### config.mk
export PLATFORM = sky130hd
export DESIGN_NAME = dual_tmr_ctr
export DESIGN_NICKNAME = d
export VERILOG_FILES = /design/src/rtl/tmr_pkg.sv /design/src/rtl/tmr_evt_sync.sv /design/src/rtl/tmr_count_core.sv /design/src/rtl/dual_tmr_ctr.sv
export SDC_FILE = /design/constraint.sdc
export NUM_CORES = 1
export LEC_CHECK = 0
export BUFFER_PORTS_ARGS = -buffer_cell sky130_fd_sc_hd__buf_4
export CORE_MARGIN = 5
export CORE_UTILIZATION = 53
export DETAILED_ROUTE_END_ITERATION = 7
export PLACE_DENSITY = 0.73
export SLEW_MARGIN = 10
export SYNTH_ARGS = -nofsm -noshare
export SYNTH_HDL_FRONTEND = slang
export SYNTH_HIERARCHICAL = 1
export SYNTH_SLANG_ARGS = --single-unit
### constraint.sdc
create_clock -name clk -period 2.4 [get_ports clk]
set_input_delay 0.24 -clock clk [delete_from_list [all_inputs] [get_ports clk]]
set_output_delay 0.24 -clock clk [all_outputs]
set_load 0.01 [all_outputs]
### src/rtl/tmr_pkg.sv
package tmr_pkg;

    localparam int BYTE_W = 8;
    localparam int PRE_W  = 5;
    localparam int NUNIT  = 2;

    localparam logic [7:0] ADR_TCON = 8'h88;
    localparam logic [7:0] ADR_TMOD = 8'h89;
    localparam logic [7:0] ADR_TL0  = 8'h8A;
    localparam logic [7:0] ADR_TL1  = 8'h8B;
    localparam logic [7:0] ADR_TH0  = 8'h8C;
    localparam logic [7:0] ADR_TH1  = 8'h8D;

    // control register bit positions
    localparam int TF1_BIT = 7;
    localparam int TR1_BIT = 6;
    localparam int TF0_BIT = 5;
    localparam int TR0_BIT = 4;

    typedef enum logic [1:0] {
        MD_13    = 2'b00,
        MD_16    = 2'b01,
        MD_RLD   = 2'b10,
        MD_SPLIT = 2'b11
    } tmr_mode_e;

    // one mode-register nibble, high bit first
    typedef struct packed {
        logic      gate;
        logic      cnt_sel;
        tmr_mode_e mode;
    } unit_cfg_t;

endpackage

### src/rtl/tmr_evt_sync.sv
module tmr_evt_sync #(
    parameter int NPIN = 10,
    parameter int SELW = $clog2(NPIN)
) (
    input  logic            clk,
    input  logic            rst_n,
    input  logic [NPIN-1:0] pins,
    input  logic [SELW-1:0] sel,
    output logic            lvl,
    output logic            fall
);

    typedef struct packed {
        logic s1;
        logic s2;
        logic prev;
    } sync_t;

    sync_t sy_d, sy_q;
    logic  pick;

    always_comb begin
        pick = 1'b0;
        for (int i = 0; i < NPIN; i++) begin
            if (sel == SELW'(i)) pick = pins[i];
        end
    end

    always_comb begin
        sy_d      = sy_q;
        sy_d.s1   = pick;
        sy_d.s2   = sy_q.s1;
        sy_d.prev = sy_q.s2;
    end

    always_ff @(posedge clk or negedge rst_n) begin
        if (!rst_n) sy_q <= '0;
        else        sy_q <= sy_d;
    end

    assign lvl  = sy_q.s2;
    assign fall = sy_q.prev & ~sy_q.s2;


    fall_once_chk: assert property (@(posedge clk) disable iff (!rst_n)
        fall |=> !fall);

endmodule

### src/rtl/tmr_count_core.sv
module tmr_count_core
    import tmr_pkg::*;
#(
    parameter bit SPLIT_OK = 1'b0
) (
    input  tmr_mode_e         mode,
    input  logic [BYTE_W-1:0] tl,
    input  logic [BYTE_W-1:0] th,
    input  logic              inc_lo,
    input  logic              inc_hi,
    output logic [BYTE_W-1:0] tl_nx,
    output logic [BYTE_W-1:0] th_nx,
    output logic              ovf_lo,
    output logic              ovf_hi
);

    localparam int W_PRE  = BYTE_W + PRE_W;
    localparam int W_FULL = 2 * BYTE_W;

    logic              split_lo_inc;
    logic [W_PRE-1:0]  pre_nx;
    logic [W_FULL-1:0] full_nx;

    // only unit 0 keeps its low byte running in the split arrangement
    generate
        if (SPLIT_OK) begin : g_split
            assign split_lo_inc = inc_lo;
        end else begin : g_stop
            assign split_lo_inc = 1'b0;
        end
    endgenerate

    assign pre_nx  = {th, tl[PRE_W-1:0]} + W_PRE'(1);
    assign full_nx = {th, tl} + W_FULL'(1);

    always_comb begin
        tl_nx  = tl;
        th_nx  = th;
        ovf_lo = 1'b0;
        ovf_hi = 1'b0;
        case (mode)
            MD_13: begin
                if (inc_lo) begin
                    tl_nx  = {{(BYTE_W-PRE_W){1'b0}}, pre_nx[PRE_W-1:0]};
                    th_nx  = pre_nx[W_PRE-1:PRE_W];
                    ovf_lo = &{th, tl[PRE_W-1:0]};
                end
            end
            MD_16: begin
                if (inc_lo) begin
                    {th_nx, tl_nx} = full_nx;
                    ovf_lo         = &{th, tl};
                end
            end
            MD_RLD: begin
                if (inc_lo) begin
                    ovf_lo = &tl;
                    tl_nx  = (&tl) ? th : tl + BYTE_W'(1);
                end
            end
            MD_SPLIT: begin
                if (split_lo_inc) begin
                    tl_nx  = tl + BYTE_W'(1);
                    ovf_lo = &tl;
                end
                if (inc_hi) begin
                    th_nx  = th + BYTE_W'(1);
                    ovf_hi = &th;
                end
            end
            default: ;
        endcase
    end

endmodule

### src/rtl/dual_tmr_ctr.sv
module dual_tmr_ctr
    import tmr_pkg::*;
#(
    parameter int NPIN = 10,
    parameter int SELW = $clog2(NPIN)
) (
    input  logic            clk,
    input  logic            rst_n,
    input  logic            mcyc_stb,
    input  logic [7:0]      sfr_addr,
    input  logic            sfr_we,
    input  logic [7:0]      sfr_wdata,
    output logic [7:0]      sfr_rdata,
    input  logic [NPIN-1:0] evt_pin,
    input  logic [SELW-1:0] t0_pin_sel,
    input  logic [SELW-1:0] t1_pin_sel,
    output logic            tf0,
    output logic            tf1
);

    typedef struct packed {
        unit_cfg_t [NUNIT-1:0]             cfg;
        logic      [NUNIT-1:0]             tr;
        logic      [NUNIT-1:0]             tf;
        logic      [NUNIT-1:0][BYTE_W-1:0] tl;
        logic      [NUNIT-1:0][BYTE_W-1:0] th;
    } tmr_state_t;

    tmr_state_t st_d, st_q;

    logic                         wr_tcon, wr_tmod;
    logic [NUNIT-1:0]             wr_tl, wr_th;
    logic [NUNIT-1:0][SELW-1:0]   pin_sel;
    logic [NUNIT-1:0]             lvl, fall, evt;
    logic [NUNIT-1:0]             inc_lo, inc_hi;
    logic [NUNIT-1:0][BYTE_W-1:0] tl_nx, th_nx;
    logic [NUNIT-1:0]             ovf_lo, ovf_hi;
    logic                         split0;
    logic [NUNIT-1:0]             tf_set;

    // ---------------- register decode ----------------
    assign wr_tcon  = sfr_we && (sfr_addr == ADR_TCON);
    assign wr_tmod  = sfr_we && (sfr_addr == ADR_TMOD);
    assign wr_tl[0] = sfr_we && (sfr_addr == ADR_TL0);
    assign wr_tl[1] = sfr_we && (sfr_addr == ADR_TL1);
    assign wr_th[0] = sfr_we && (sfr_addr == ADR_TH0);
    assign wr_th[1] = sfr_we && (sfr_addr == ADR_TH1);

    assign pin_sel[0] = t0_pin_sel;
    assign pin_sel[1] = t1_pin_sel;
    assign split0     = (st_q.cfg[0].mode == MD_SPLIT);

    // ---------------- per-unit event sources and count datapath ----------------
    generate
        for (genvar g = 0; g < NUNIT; g++) begin : g_unit
            tmr_evt_sync #(
                .NPIN (NPIN),
                .SELW (SELW)
            ) u_sync (
                .clk   (clk),
                .rst_n (rst_n),
                .pins  (evt_pin),
                .sel   (pin_sel[g]),
                .lvl   (lvl[g]),
                .fall  (fall[g])
            );

            tmr_count_core #(
                .SPLIT_OK (g == 0)
            ) u_core (
                .mode   (st_q.cfg[g].mode),
                .tl     (st_q.tl[g]),
                .th     (st_q.th[g]),
                .inc_lo (inc_lo[g]),
                .inc_hi (inc_hi[g]),
                .tl_nx  (tl_nx[g]),
                .th_nx  (th_nx[g]),
                .ovf_lo (ovf_lo[g]),
                .ovf_hi (ovf_hi[g])
            );
        end
    endgenerate

    // ---------------- increment qualification ----------------
    always_comb begin
        for (int u = 0; u < NUNIT; u++) begin
            // counter operation takes pin edges; timer operation takes strobes, optionally pin-gated
            evt[u] = st_q.cfg[u].cnt_sel ? fall[u]
                                         : (mcyc_stb && (!st_q.cfg[u].gate || lvl[u]));
        end
        // unit 0: a write to either byte cancels the step, except that split halves are independent
        inc_lo[0] = st_q.tr[0] && evt[0] && !wr_tl[0] && (split0 || !wr_th[0]);
        inc_hi[0] = split0 && st_q.tr[1] && mcyc_stb && !wr_th[0];
        inc_lo[1] = st_q.tr[1] && evt[1] && !wr_tl[1] && !wr_th[1];
        inc_hi[1] = 1'b0;
    end

    // flag 1 belongs to the high half of unit 0 while it is split; unit 1 never raises ovf_hi
    assign tf_set[0] = ovf_lo[0];
    assign tf_set[1] = split0 ? (ovf_hi[0] | ovf_hi[1]) : ovf_lo[1];

    // ---------------- next state ----------------
    always_comb begin
        st_d = st_q;
        if (wr_tmod) begin
            st_d.cfg[1] = unit_cfg_t'(sfr_wdata[7:4]);
            st_d.cfg[0] = unit_cfg_t'(sfr_wdata[3:0]);
        end
        if (wr_tcon) begin
            st_d.tr[1] = sfr_wdata[TR1_BIT];
            st_d.tr[0] = sfr_wdata[TR0_BIT];
            st_d.tf[1] = sfr_wdata[TF1_BIT];
            st_d.tf[0] = sfr_wdata[TF0_BIT];
        end
        for (int u = 0; u < NUNIT; u++) begin
            if (tf_set[u]) st_d.tf[u] = 1'b1;
            st_d.tl[u] = wr_tl[u] ? sfr_wdata : tl_nx[u];
            st_d.th[u] = wr_th[u] ? sfr_wdata : th_nx[u];
        end
    end

    always_ff @(posedge clk or negedge rst_n) begin
        if (!rst_n) st_q <= '0;
        else        st_q <= st_d;
    end

    // ---------------- read side ----------------
    always_comb begin
        case (sfr_addr)
            ADR_TCON: sfr_rdata = {st_q.tf[1], st_q.tr[1], st_q.tf[0], st_q.tr[0], 4'b0000};
            ADR_TMOD: sfr_rdata = {st_q.cfg[1], st_q.cfg[0]};
            ADR_TL0:  sfr_rdata = (st_q.cfg[0].mode == MD_13)
                                  ? {3'b000, st_q.tl[0][PRE_W-1:0]} : st_q.tl[0];
            ADR_TL1:  sfr_rdata = (st_q.cfg[1].mode == MD_13)
                                  ? {3'b000, st_q.tl[1][PRE_W-1:0]} : st_q.tl[1];
            ADR_TH0:  sfr_rdata = st_q.th[0];
            ADR_TH1:  sfr_rdata = st_q.th[1];
            default:  sfr_rdata = 8'h00;
        endcase
    end

    assign tf0 = st_q.tf[0];
    assign tf1 = st_q.tf[1];

    // ---------------- assertions ----------------

    reload_hi_hold_chk: assert property (@(posedge clk) disable iff (!rst_n)
        (st_q.cfg[0].mode == MD_RLD && !wr_th[0]) |=> $stable(st_q.th[0]));


    stop_hold_chk: assert property (@(posedge clk) disable iff (!rst_n)
        (st_q.cfg[1].mode == MD_SPLIT && !wr_tl[1] && !wr_th[1])
        |=> ($stable(st_q.tl[1]) && $stable(st_q.th[1])));


    split_flag_owner_chk: assert property (@(posedge clk) disable iff (!rst_n)
        (split0 && !st_q.tf[1] && !wr_tcon && !(st_q.tr[1] && mcyc_stb)) |=> !st_q.tf[1]);


    run_off_hold_chk: assert property (@(posedge clk) disable iff (!rst_n)
        (!split0 && !st_q.tr[0] && !wr_tl[0] && !wr_th[0])
        |=> ($stable(st_q.tl[0]) && $stable(st_q.th[0])));


    flag_sticky_chk: assert property (@(posedge clk) disable iff (!rst_n)
        (st_q.tf[0] && !(wr_tcon && !sfr_wdata[TF0_BIT])) |=> st_q.tf[0]);


    write_wins_chk: assert property (@(posedge clk) disable iff (!rst_n)
        wr_tl[0] |=> (st_q.tl[0] == $past(sfr_wdata)));

endmodule

==> reports/summary.txt <==
Status: complete, but fails checks
Failing checks: setup timing
Worst Hold Class: in2reg
Fin nets: 673
Worst-path clk slew: 0.11 ns
Max incr delay on CP: 0.39 ns
RSZ-0062 raised after global routing: yes
Final Instance Count excl. Fillers: 733
Area growth syn-to-layout: 26.48%
DPL Wire Length: 11.46 mm
Crit Path Category: reg2reg
Post-route ant nets: 0
N_diodes: 0
Drt wl/cell: 22.54 um
Post-synthesis compound-gate area fraction: 0.2049
CP startpoint kind: flop
Final WL: 16.52 mm
Drc violations: 0
CTS Buffer Depth: 2
Syn Inst Count: 533
Area of the multi-input gates: 0.003527 mm2
Drt first pass iters: 8
Largest net degree at the start of global routing: 51
Die area: 0.01102 mm2
Simple-gate portion of the synthesized area: 0.2221
Worst path bufs/invs: 1
Post-Synth Adder-Cell Area: 0.02878
Ys async rst share: 1.000
Worst-Margin Slew: 0.6721 ns
Vias in the first global route: 4694
CP delay by family, top: simple AND/OR/NAND/NOR gates
Chip width: 105.0 um
Post-synthesis mux area share: 0.1868
Fraction of layout cells with a size suffix above 1: 0.3984
Clock skew: 0.01104 ns
Avg Inst Size Synth: 8.972 um2
Gp weighted congestion: 0.9703
Peak VDD IR: 0.2424 mV
Via density: 6.776
CTS tree: yes
Die extent in y: 105.0 um
Post-synth cell types: 81
FF+latch area: 0.001251 mm2
Max Slew Vio Count: 0
Post-Syn Nets: 582
Final Util: 0.6902
CTS Root Cell: clkbuf_8
Critical path, cell by cell: nor2b_4 > o31a_1 > nor4b_2 > buf_4 > and4_4 > nand4_1 > mux2_4 > a222oi_1 > o21ai_1 > mux2_4
Total clock buffers created by CTS: 5
Overall power: 2.744 mW
Fmax: 0.3584 GHz
Tmin final: 2.790 ns
Final Hold Vio Count: 0
Top FF cell, synth: dfrtp_1
WP data arrival: 3.00 ns
Leakage power: 2.527 nW
GRT Util Overall: 0.2816
Routed vias: 4967
GRT Residual Overflow: 0
# IOs: 48
CP most frequent cell: mux2_4
Core ar.: 0.008763 mm2
Seq/Total Area, Yosys: 0.2616
DP Area: 0.005492 mm2
Antenna violations before repair: 0
Critical path's slowest cell: dfrtp_1
Commonest non-fill, non-tap cell in the layout: buf_4
Synth Area in XOR/XNOR: 0.02015
Filler Cell Count: 702
Flops & latches, synth: 50
Crit. End Element: flop
Starting density of the core: 0.5457
Final Instance Area: 0.006048 mm2
Maximum fanout along the worst path: 4
Period utilization: 1.163
First-pass GRT wire length: 25.10 mm
Relative slew slack: 0.5519
IO buf count: 47
Setup slack after layout: -0.3901 ns
MaxCap Viol Count: 0
Setup violations, final: 14
Clock latency on the worst-skew pair: 0.32 ns
Post-synthesis cell area: 0.004782 mm2
Largest family of logic cells by synthesized area: simple AND/OR/NAND/NOR gates
Number of enable flip-flop cells after synthesis: 0
FP Rows: 34
TritonCTS Sinks: 50
Power Density: 453.7 mW/mm2
Synth warn: 6
Critical Path RT: 2.61 ns
Commonest cells after routing, fill and taps aside: buf_4 (116), dfrtp_1 (50), nand2_1 (38), mux2_2 (38)
Placed Cells: 712
DRT iter0 DRCs: 577
H-tree levels: 2
cell type report:
cell class                 instances  share of cell area
multi-input combinational        423              0.5832
sequential                        50              0.2069
timing repair buffer             123              0.1583
tap                              108             0.02234
clock buffer                       6             0.01365
inverter                          21             0.01303
clock inverter                     2            0.002689
flip-flops by register name (all words and copies together), names as in the netlist:
signal              flops
g_unit.u_sync/sy_q      2
tf1                     1
tf0                     1
g_unit.u_sync/lvl       2
st_q                   42
g_unit.u_sync/sy_d      2
power by group:
part           total [mW]  internal [mW]  switching (mW)  leakage [nW]
Combinational        1.01          0.482           0.527          1.81
Clock               0.552          0.238           0.314        0.0478
Sequential           1.18          0.950           0.234         0.664
Total                2.74           1.67            1.07          2.53
synth_stat cells, drive strengths merged (6+ instances only):
cell	number	area [um2]
dfrtp	50	1251
mux2	50	563.0
nand2	40	157.6
nor2	29	108.9
o21ai	28	140.1
a21oi	26	130.1
mux2i	24	240.2
buf	23	198.9
nand3	22	115.1
nor3	22	166.4
inv	21	78.83
clkbuf	15	71.32
nand4	15	108.9
a22oi	13	97.59
ha	11	137.6
xnor2	10	87.58
and4	9	81.33
nor2b	9	56.30
o22ai	9	56.30
and3	7	45.05
nor4	7	43.79
o31ai	6	45.04
repair_timing:
action / in CTS / in global routing
endpoints found under the setup margin: 15 / 22
hold endpoints to repair: 50 / 0
pin swaps: 20 / 16
gates cloned: 0 / 0
gates resized for setup: 42 / 44
buffers inserted: 8 / 7
hold buffers: 1 / 0
worst paths after layout:
check / end / cells after the start / slack (ns) / startpoint
max: st_q[14] / 10 / -0.39 / st_q[43]
min: st_q[1] / 2 / 0.23 / sfr_wdata[1]
max reg2reg: st_q[14] / 10 / -0.39 / st_q[43]
min reg2reg: g_unit[0].u_sync/lvl / 0 / 0.37 / g_unit[0].u_sync/sy_d[1]
max in group asynchronous: st_q[27] / 2 / 1.46 / rst_n
min in group asynchronous: st_q[5] / 2 / 0.50 / rst_n
per-stage QoR:
stage          TNS, ns  hold WS [ns]  setup slack, ns
2_1_floorplan  -0.9508      -0.05559          -0.3743
3_3_place_gp    -3.546        0.3144          -0.3727
3_5_place_dp    -4.389        0.3202          -0.4351
4_1_cts         -1.569        0.2146          -0.2399
5_1_grt         -3.567        0.2038          -0.4137
6_report        -2.690        0.2269          -0.3901
cell families (layout without fill, tap and decap cells):
family / count (synthesis) / count (layout)
and+or+nand+nor: 180 / 180
muxes: 78 / 78
buffers and inverters: 60 / 152
xor gates and xnor gates: 11 / 11
other: 1 / 1
DFF: 50 / 50
AOI/OAI and AO/OA: 142 / 142
adders and majority gates: 11 / 11
layer usage:
layer / vias to the layer above / part of all wire / track usage
li1: 2223 / - / -
met1: 2352 / 0.41 / 0.3948
met2: 345 / 0.45 / 0.4222
met3: 47 / 0.11 / 0.07768
met4: 0 / 0.025 / 0.08767
met5: - / 0 / 0
(Power assumes the default switching activity.)
